## config.mk

```make
export PLATFORM = sky130hd
export DESIGN_NAME = sdr_burst_col
export DESIGN_NICKNAME = d
export VERILOG_FILES = /design/src/rtl/sdr_bcol_pkg.sv /design/src/rtl/bcol_len_decode.sv /design/src/rtl/bcol_seq_ctr.sv /design/src/rtl/bcol_addr_gen.sv /design/src/rtl/sdr_burst_col.sv
export SDC_FILE = /design/constraint.sdc
export NUM_CORES = 1
export LEC_CHECK = 0
export ABC_AREA = 1
export BUFFER_PORTS_ARGS = -buffer_cell sky130_fd_sc_hd__buf_2
export CORE_MARGIN = 10
export CORE_UTILIZATION = 40
export CTS_BUF_LIST = sky130_fd_sc_hd__clkbuf_4
export DETAILED_ROUTE_END_ITERATION = 8
export GPL_TIMING_DRIVEN = 0
export PLACE_DENSITY_LB_ADDON = 0.3
export SLEW_MARGIN = 15
export SYNTH_ARGS = -nofsm -noshare
export SYNTH_HDL_FRONTEND = slang
export SYNTH_SLANG_ARGS = --single-unit
```

## constraint.sdc

```tcl
create_clock -name clk_i -period 1.85 [get_ports clk_i]
set_clock_uncertainty 0.1 [all_clocks]
set_input_delay 0.0925 -clock clk_i [delete_from_list [all_inputs] [get_ports clk_i]]
set_output_delay 0.0925 -clock clk_i [all_outputs]
set_load 0.05 [all_outputs]
```

## src/rtl/sdr_bcol_pkg.sv

```systemverilog
package sdr_bcol_pkg;
  typedef enum logic {
    ORD_SEQ = 1'b0,
    ORD_ILV = 1'b1
  } burst_order_e;
endpackage

```

## src/rtl/bcol_len_decode.sv

```systemverilog
module bcol_len_decode #(
  parameter int COL_W = 8,
  parameter int LEN_W = 3
) (
  input  logic [LEN_W-1:0] blen_i,
  output logic [COL_W-1:0] mask_o,
  output logic             full_o
);
  // top code bit selects full page; lower bits give log2(BL)
  assign full_o = blen_i[LEN_W-1];

  for (genvar g = 0; g < COL_W; g++) begin : g_mask
    assign mask_o[g] = full_o || (int'(blen_i[LEN_W-2:0]) > g);
  end
endmodule

```

## src/rtl/bcol_seq_ctr.sv

```systemverilog
module bcol_seq_ctr #(
  parameter int COL_W = 8
) (
  input  logic             clk_i,
  input  logic             rst_ni,
  input  logic             start_i,
  input  logic             term_i,
  input  logic [COL_W-1:0] mask_i,
  input  logic             full_i,
  output logic [COL_W-1:0] cnt_o,
  output logic             active_o,
  output logic             last_o
);
  logic [COL_W-1:0] cnt_q;
  logic             act_q;

  assign last_o = act_q && !full_i && (cnt_q == mask_i);

  always_ff @(posedge clk_i or negedge rst_ni) begin
    if (!rst_ni) begin
      cnt_q <= '0;
      act_q <= 1'b0;
    end else if (start_i) begin
      cnt_q <= '0;
      act_q <= 1'b1;
    end else if (term_i) begin
      act_q <= 1'b0;
    end else if (act_q) begin
      cnt_q <= cnt_q + 1'b1;
      if (last_o) act_q <= 1'b0;
    end
  end

  assign cnt_o    = cnt_q;
  assign active_o = act_q;
endmodule

```

## src/rtl/bcol_addr_gen.sv

```systemverilog
module bcol_addr_gen #(
  parameter int COL_W = 8
) (
  input  logic [COL_W-1:0] base_i,
  input  logic [COL_W-1:0] cnt_i,
  input  logic [COL_W-1:0] mask_i,
  input  logic             ilv_i,
  input  logic             full_i,
  output logic [COL_W-1:0] col_o
);
  logic [COL_W-1:0] low;

  always_comb begin
    if (ilv_i && !full_i) low = base_i ^ cnt_i;
    else                  low = base_i + cnt_i;
    col_o = (base_i & ~mask_i) | (low & mask_i);
  end
endmodule

```

## src/rtl/sdr_burst_col.sv

```systemverilog
module sdr_burst_col
  import sdr_bcol_pkg::*;
#(
  parameter int COL_W = 8,
  parameter int LEN_W = 3
) (
  input  logic             clk_i,
  input  logic             rst_ni,
  input  logic             start_i,
  input  logic [COL_W-1:0] start_col_i,
  input  logic [LEN_W-1:0] blen_i,
  input  logic             order_i,
  input  logic             term_i,
  output logic [COL_W-1:0] col_o,
  output logic             valid_o,
  output logic             last_o
);
  logic [COL_W-1:0] mask_d, mask_q, base_q, cnt;
  logic             full_d, full_q;
  burst_order_e     ord_q;

  bcol_len_decode #(.COL_W(COL_W), .LEN_W(LEN_W)) u_dec (
    .blen_i (blen_i),
    .mask_o (mask_d),
    .full_o (full_d)
  );

  always_ff @(posedge clk_i or negedge rst_ni) begin
    if (!rst_ni) begin
      base_q <= '0;
      mask_q <= '0;
      full_q <= 1'b0;
      ord_q  <= ORD_SEQ;
    end else if (start_i) begin
      base_q <= start_col_i;
      mask_q <= mask_d;
      full_q <= full_d;
      ord_q  <= burst_order_e'(order_i);
    end
  end

  bcol_seq_ctr #(.COL_W(COL_W)) u_ctr (
    .clk_i    (clk_i),
    .rst_ni   (rst_ni),
    .start_i  (start_i),
    .term_i   (term_i),
    .mask_i   (mask_q),
    .full_i   (full_q),
    .cnt_o    (cnt),
    .active_o (valid_o),
    .last_o   (last_o)
  );

  bcol_addr_gen #(.COL_W(COL_W)) u_addr (
    .base_i (base_q),
    .cnt_i  (cnt),
    .mask_i (mask_q),
    .ilv_i  (ord_q == ORD_ILV),
    .full_i (full_q),
    .col_o  (col_o)
  );
endmodule

```

== Word level (Yosys, flattened, before mapping) ==
Index checks and enable logic that the tools add are counted.
W data, S select, Z words.
Operators by class
  multiplexer cells: 8
  bitwise operators: 5
  reduce and logical (&&, ||, !) cells: 9
  $lt $le $gt $ge: 3
  equality and inequality tests: 2
  $add $sub $neg: 2
Operators with widths (count)
  $mux W8: 4
  $and A8 B8 Y8: 2
  $add A8 B1 Y8 const B: 1
  $add A8 B8 Y8: 1
  $eq A8 B8 Y1: 1
  $not A8 Y8: 1
  $or A8 B8 Y8: 1
  $xor A8 B8 Y8: 1
  $gt A2 B1 Y1 const B: 2
  $mux W1: 4
  $logic_and A1 B1 Y1: 3
  $logic_or A1 B1 Y1: 3
  $gt A2 B2 Y1 const B: 1
  $ne A2 B2 Y1 const B: 1
  $reduce_and A2 Y1: 1
  $reduce_bool A2 Y1: 1
  $logic_not A1 Y1: 1
Storage, ports and cells
  logic and storage cells: 35
  bits of input ports: 16
  output and inout port bits: 10
  register bits: 23

== Logic depth before layout (Yosys ltp) ==
  depth in word-level cells: 7
  depth in mapped cells: 11
  depth with buffers taken out: 11

== By module ==
Synthesis repeated with hierarchy kept, for this count alone.
Unflattened totals
  cell total of the unflattened synthesis: 254
  area total of the unflattened synthesis: 1813.0 um2
By module, submodules not included
  sdr_burst_col: instances 1, area an instance 710.7 um2, seq. area each 450.4 um2, cells an instance 76
  bcol_seq_ctr: instances 1, area an instance 578.1 um2, seq. area each 225.2 um2, cells an instance 87
  bcol_addr_gen: instances 1, area an instance 454.2 um2, seq. area each 0.0 um2, cells an instance 79
  bcol_len_decode: instances 1, area an instance 70.1 um2, seq. area each 0.0 um2, cells an instance 12

== Least setup slack after synthesis ==
OpenSTA, ideal clock, no wires.
  path kind: register to output
  start: register u_ctr.cnt_q[0] (netlist: u_ctr.cnt_o[0])
  end: output col_o[2]
  setup slack: -0.263 ns
  arrival: 1.921 ns
  path buffers: 0
  stages on the path, launching flop included: 8
  data required time: 1.657 ns
  path through: dfrtp_1 ha_1 inv_1 fa_1 clkinv_1 nand2_1 xor2_1 o21ai_1
On the way
  word-level cells in the longest chain between the ends: 4
Ends and longest elaborated chain
  start: declaration: line bcol_seq_ctr.sv:14  | logic [COL_W-1:0] cnt_q;
  start signal: assignment: line bcol_seq_ctr.sv:29  | cnt_q <= cnt_q + 1'b1;
  $add A8 B8 Y8: line bcol_addr_gen.sv:15  | else low = base_i + cnt_i;
  $mux W8: line bcol_addr_gen.sv:14  | if (ilv_i && !full_i) low = base_i ^ cnt_i;
  $and A8 B8 Y8: line bcol_addr_gen.sv:16  | col_o = (base_i & ~mask_i) | (low & mask_i);
  $or A8 B8 Y8: line bcol_addr_gen.sv:16
  end: declaration: line sdr_burst_col.sv:14  | output logic [COL_W-1:0] col_o,
No other way between the ends.

== Worst setup path in the final report ==
  start: register u_ctr.cnt_q[0] (netlist: u_ctr.cnt_o[0])
  end: output col_o[6]
The elaborated chain is that of the path after synthesis.

==> summary.txt <==
Run status
  • Run status: finished, violations left
  • Violated checks: setup timing

Floorplanning
  • Die Area: 0.006409 mm²
  • Core ar.: 0.003416 mm²
  • Die X: 80.06 µm
  • Height of the die: 80.06 µm
  • I/O pin count: 26
  • Effective utilization at floorplan: 0.4223
  • FP Rows: 21

Power and ir drop
  • Net switching power figure: 0.4530 mW
  • Internal Dissipation: 0.7692 mW
  • Peak ir drop on the vdd network: 0.3710 mV
  • Net switching fraction of the power: 0.3706
  • Static power due to leakage: 1.058 nW
  • Fraction of power consumed by the clock network: 0.189
  • Combinational Power Share: 0.370
  • Relative contribution of sequential cells to total power: 0.442
  • Pwr dens: 575.3 mW/mm²
  • Total power: 1.222 mW

Placed design
  • Half-perimeter wire length after detailed placement: 2704 µm
  • Number of buffer cells added on primary ports: 25
  • Final weighted congestion of routability-driven global placement: 0.7656

Detailed routing
  • Final routed wire length divided by cell count: 13.50 µm
  • Total vias in the final route: 1,470
  • First-iteration detailed-routing DRC count: 96
  • DRC violations left: 0
  • Post-route antenna net violation count: 0
  • Pre-antenna DRT Iters: 4
  • Total wire length after detailed routing: 4091 µm
  • Vias per cell: 4.851

CTS
  • H-tree depth: 1
  • Insertion delay of the later-clocked pin in the worst-skew pair: 310 ps
  • TritonCTS Buffers: 3
  • Clock-pin slew reported for the worst setup and hold paths after clock tree synthesis: 130 ps
  • Root buffer selected by CTS: sky130_fd_sc_hd__clkbuf_4
  • Maximum clock insertion buffer count: 2
  • Clock Sink Count: 22
  • TritonCTS clock tree: built

Worst setup path
  • Capture point of the critical path: col_o[6]
  • Worst setup EP type: primary output
  • Depth of the worst register-to-register path: 8
  • Worst Path Required: 1660 ps
  • Critical R2R Launch: u_ctr.cnt_o[0]
  • Highest fanout seen on the critical path: 3
  • Source of the critical timing path: u_ctr.cnt_o[0]
  • Capturing point of the worst reg2reg path: u_ctr.cnt_o[6]
  • Critical path class: flop to primary output
  • Setup slack of the most critical reg-to-reg path: 240 ps
  • Kind of start point of the critical path: flop
  • Arr. time, crit path: 1940 ps

STA
  • Highest clock frequency the design can meet: 468.7 MHz
  • Total count of max-transition violations in the final report: 0
  • Number of setup violations in the final report: 8
  • Final hold vios: 0
  • Share of the clock period used by the worst path: 1.153
  • Worst setup slack after layout: -283.4 ps
  • Final total negative setup slack: -1388 ps
  • Relative slew slack: 0.6479
  • Slew @ Worst Pin: 528.2 ps
  • Clock period minus worst slack: 2133 ps
  • Unrepaired setup endpoints after global routing: yes

Hold path
  • Worst hold path type: input port to flop
  • Worst Hold Depth: 4

Layout
  • Layout cell share with drive strength beyond 1: 0.3541
  • Nets@finish: 284
  • Area overhead of the layout relative to synthesis: 47.27%
  • Filler cells: 306
  • Sequential cell area in the final layout: 555.5 µm²
  • Diodes inserted: 0
  • Area of the multi-input gates: 903.4 µm²

Synth
  • Net count of the mapped netlist: 224
  • Number of synthesized register bits: 22
  • Count of cell types in the netlist: 27
  • Post-Syn Instances: 199
  • Cell Area, Synth: 0.001443 mm²
  • Average size of a mapped cell: 7.249 µm²
  • Synthesis warning total: 0
  • Share of the yosys chip area belonging to registers: 0.3816

Global route
  • Final global-route overflow total: 0
  • First-pass GRT wire length: 6596 µm
  • Antenna violations before repair: 0
  • Overall fraction of global-route tracks in use: 0.1256
  • Pin count of the biggest net entering global routing: 23
  • Number of global-route vias before repair: 1,458

Flow run
  • Max-Cap Viols: 0
-- how the worst min path moves through the flow --
stage | startpoint | to | slack [ps]
final | blen_i[1] | mask_q[1] | 40
after global placement | rst_ni | u_ctr.cnt_o[2] | -3
after CTS | blen_i[1] | mask_q[1] | 40
after detailed placement | rst_ni | u_ctr.cnt_o[2] | 5
after global routing | blen_i[1] | mask_q[1] | 80
after floorplan | rst_ni | base_q[0] | -300
-- cell usage after synthesis (all sizes together) --
cell type	n	share of area
nand2	59	0.16
nor2	12	0.036
buf	1	0.0035
o21ai	22	0.076
clkbuf	3	0.015
o21bai	1	0.0052
nand4	2	0.0087
or2	2	0.0087
a21oi	10	0.035
nand3b	2	0.010
xor2	2	0.012
clkinv	2	0.0052
nor3	4	0.025
inv	29	0.075
nand3	15	0.052
dfrtp	22	0.38
fa	1	0.014
ha	8	0.069
and2	1	0.0052
o22ai	1	0.0043
-- power groups by stage --
stage | registers [mW] | clock network (mW) | logic, mW
floorplan | 0.544 | 0 | 0.243
global placement | 0.545 | 0 | 0.333
detailed placement | 0.545 | 0 | 0.338
CTS | 0.538 | 0.234 | 0.437
global route | 0.543 | 0.255 | 0.492
finish | 0.540 | 0.231 | 0.452
-- cell type report --
cell class                 count  share of cell area
multi-input combinational    142              0.4252
inverter                      31             0.05536
buffer                         4             0.01237
clock buffer                   3             0.01060
timing repair buffer          55              0.2079
tap                           46             0.02709
sequential                    22              0.2615
-- flip-flops by register name (all words and copies together) (netlist names) --
register        flops
ord_q               1
u_ctr.cnt_o         8
u_ctr.active_o      1
base_q              8
mask_q              4
-- through the flow --
stage	setup WS [ps]	cells	hold slack, ps	cell area, µm²	util
floorplan	-8.310	199	-303.1	1460	-
global placement	-198.1	270	-3.045	1643	0.4810
detailed placement	-224.3	270	5.062	1643	0.4810
CTS	-300.7	295	43.74	2028	0.5938
global route	-392.0	303	83.95	2125	0.6220
finish	-283.4	303	43.02	2125	0.6220
-- cell usage in the layout, fill, tap and decap left out, types with 3 or more instances in the layout --
master / instances
sky130_fd_sc_hd__ha_4: 6
sky130_fd_sc_hd__o21ai_2: 4
sky130_fd_sc_hd__o21ai_1: 5
sky130_fd_sc_hd__dfrtp_1: 18
sky130_fd_sc_hd__o21ai_0: 13
sky130_fd_sc_hd__nand3_1: 10
sky130_fd_sc_hd__buf_4: 15
sky130_fd_sc_hd__dfrtp_2: 4
sky130_fd_sc_hd__inv_1: 22
sky130_fd_sc_hd__buf_6: 7
sky130_fd_sc_hd__a21oi_2: 3
sky130_fd_sc_hd__a21oi_1: 7
sky130_fd_sc_hd__inv_2: 7
sky130_fd_sc_hd__clkbuf_4: 3
sky130_fd_sc_hd__nand2_2: 9
sky130_fd_sc_hd__nand3_2: 5
sky130_fd_sc_hd__nand2_1: 50
sky130_fd_sc_hd__nor2_1: 11
sky130_fd_sc_hd__buf_2: 18
sky130_fd_sc_hd__dlygate4sd3_1: 15
-- per-layer routing --
metal,vias up,GRT usage,routed length (µm)
met2,19,0.2191,2073
li1,756,-,-
met1,691,0.1527,1844
met5,-,0,0
met3,4,0.02450,140
met4,0,0.03345,34
-- cell families after synthesis --
| family | count (synthesis) | synth area share |
|---|---|---|
| and+or+nand+nor | 97 | 0.3036 |
| DFF | 22 | 0.3816 |
| xor gates and xnor gates | 2 | 0.01214 |
| adders and majority gates | 9 | 0.08326 |
| buffers and inverters | 35 | 0.09887 |
| AOI/OAI and AO/OA | 34 | 0.1206 |
-- repair_timing --
action / 4_1_cts / 5_1_grt
pin swaps: 5 / 8
gates resized for setup: 39 / 8
hold buffers: 15 / 0
buffers inserted: 7 / 8
endpoints found under the hold margin: 37 / 0
endpoints found under the setup margin: 8 / 8
-- critical path, cell delays in order (launching register included) --
cell,delay (ps)
sky130_fd_sc_hd__dfrtp_1,390
sky130_fd_sc_hd__ha_2,190
sky130_fd_sc_hd__inv_2,40
sky130_fd_sc_hd__fa_2,330
sky130_fd_sc_hd__clkinv_2,70
sky130_fd_sc_hd__nand3_2,60
sky130_fd_sc_hd__nand2_2,90
sky130_fd_sc_hd__nand3_2,70
sky130_fd_sc_hd__nand2_1,60
sky130_fd_sc_hd__nand2_1,50
sky130_fd_sc_hd__nand3_2,70
sky130_fd_sc_hd__nand2_2,60
sky130_fd_sc_hd__buf_8,140
(Power assumes the default switching activity.)
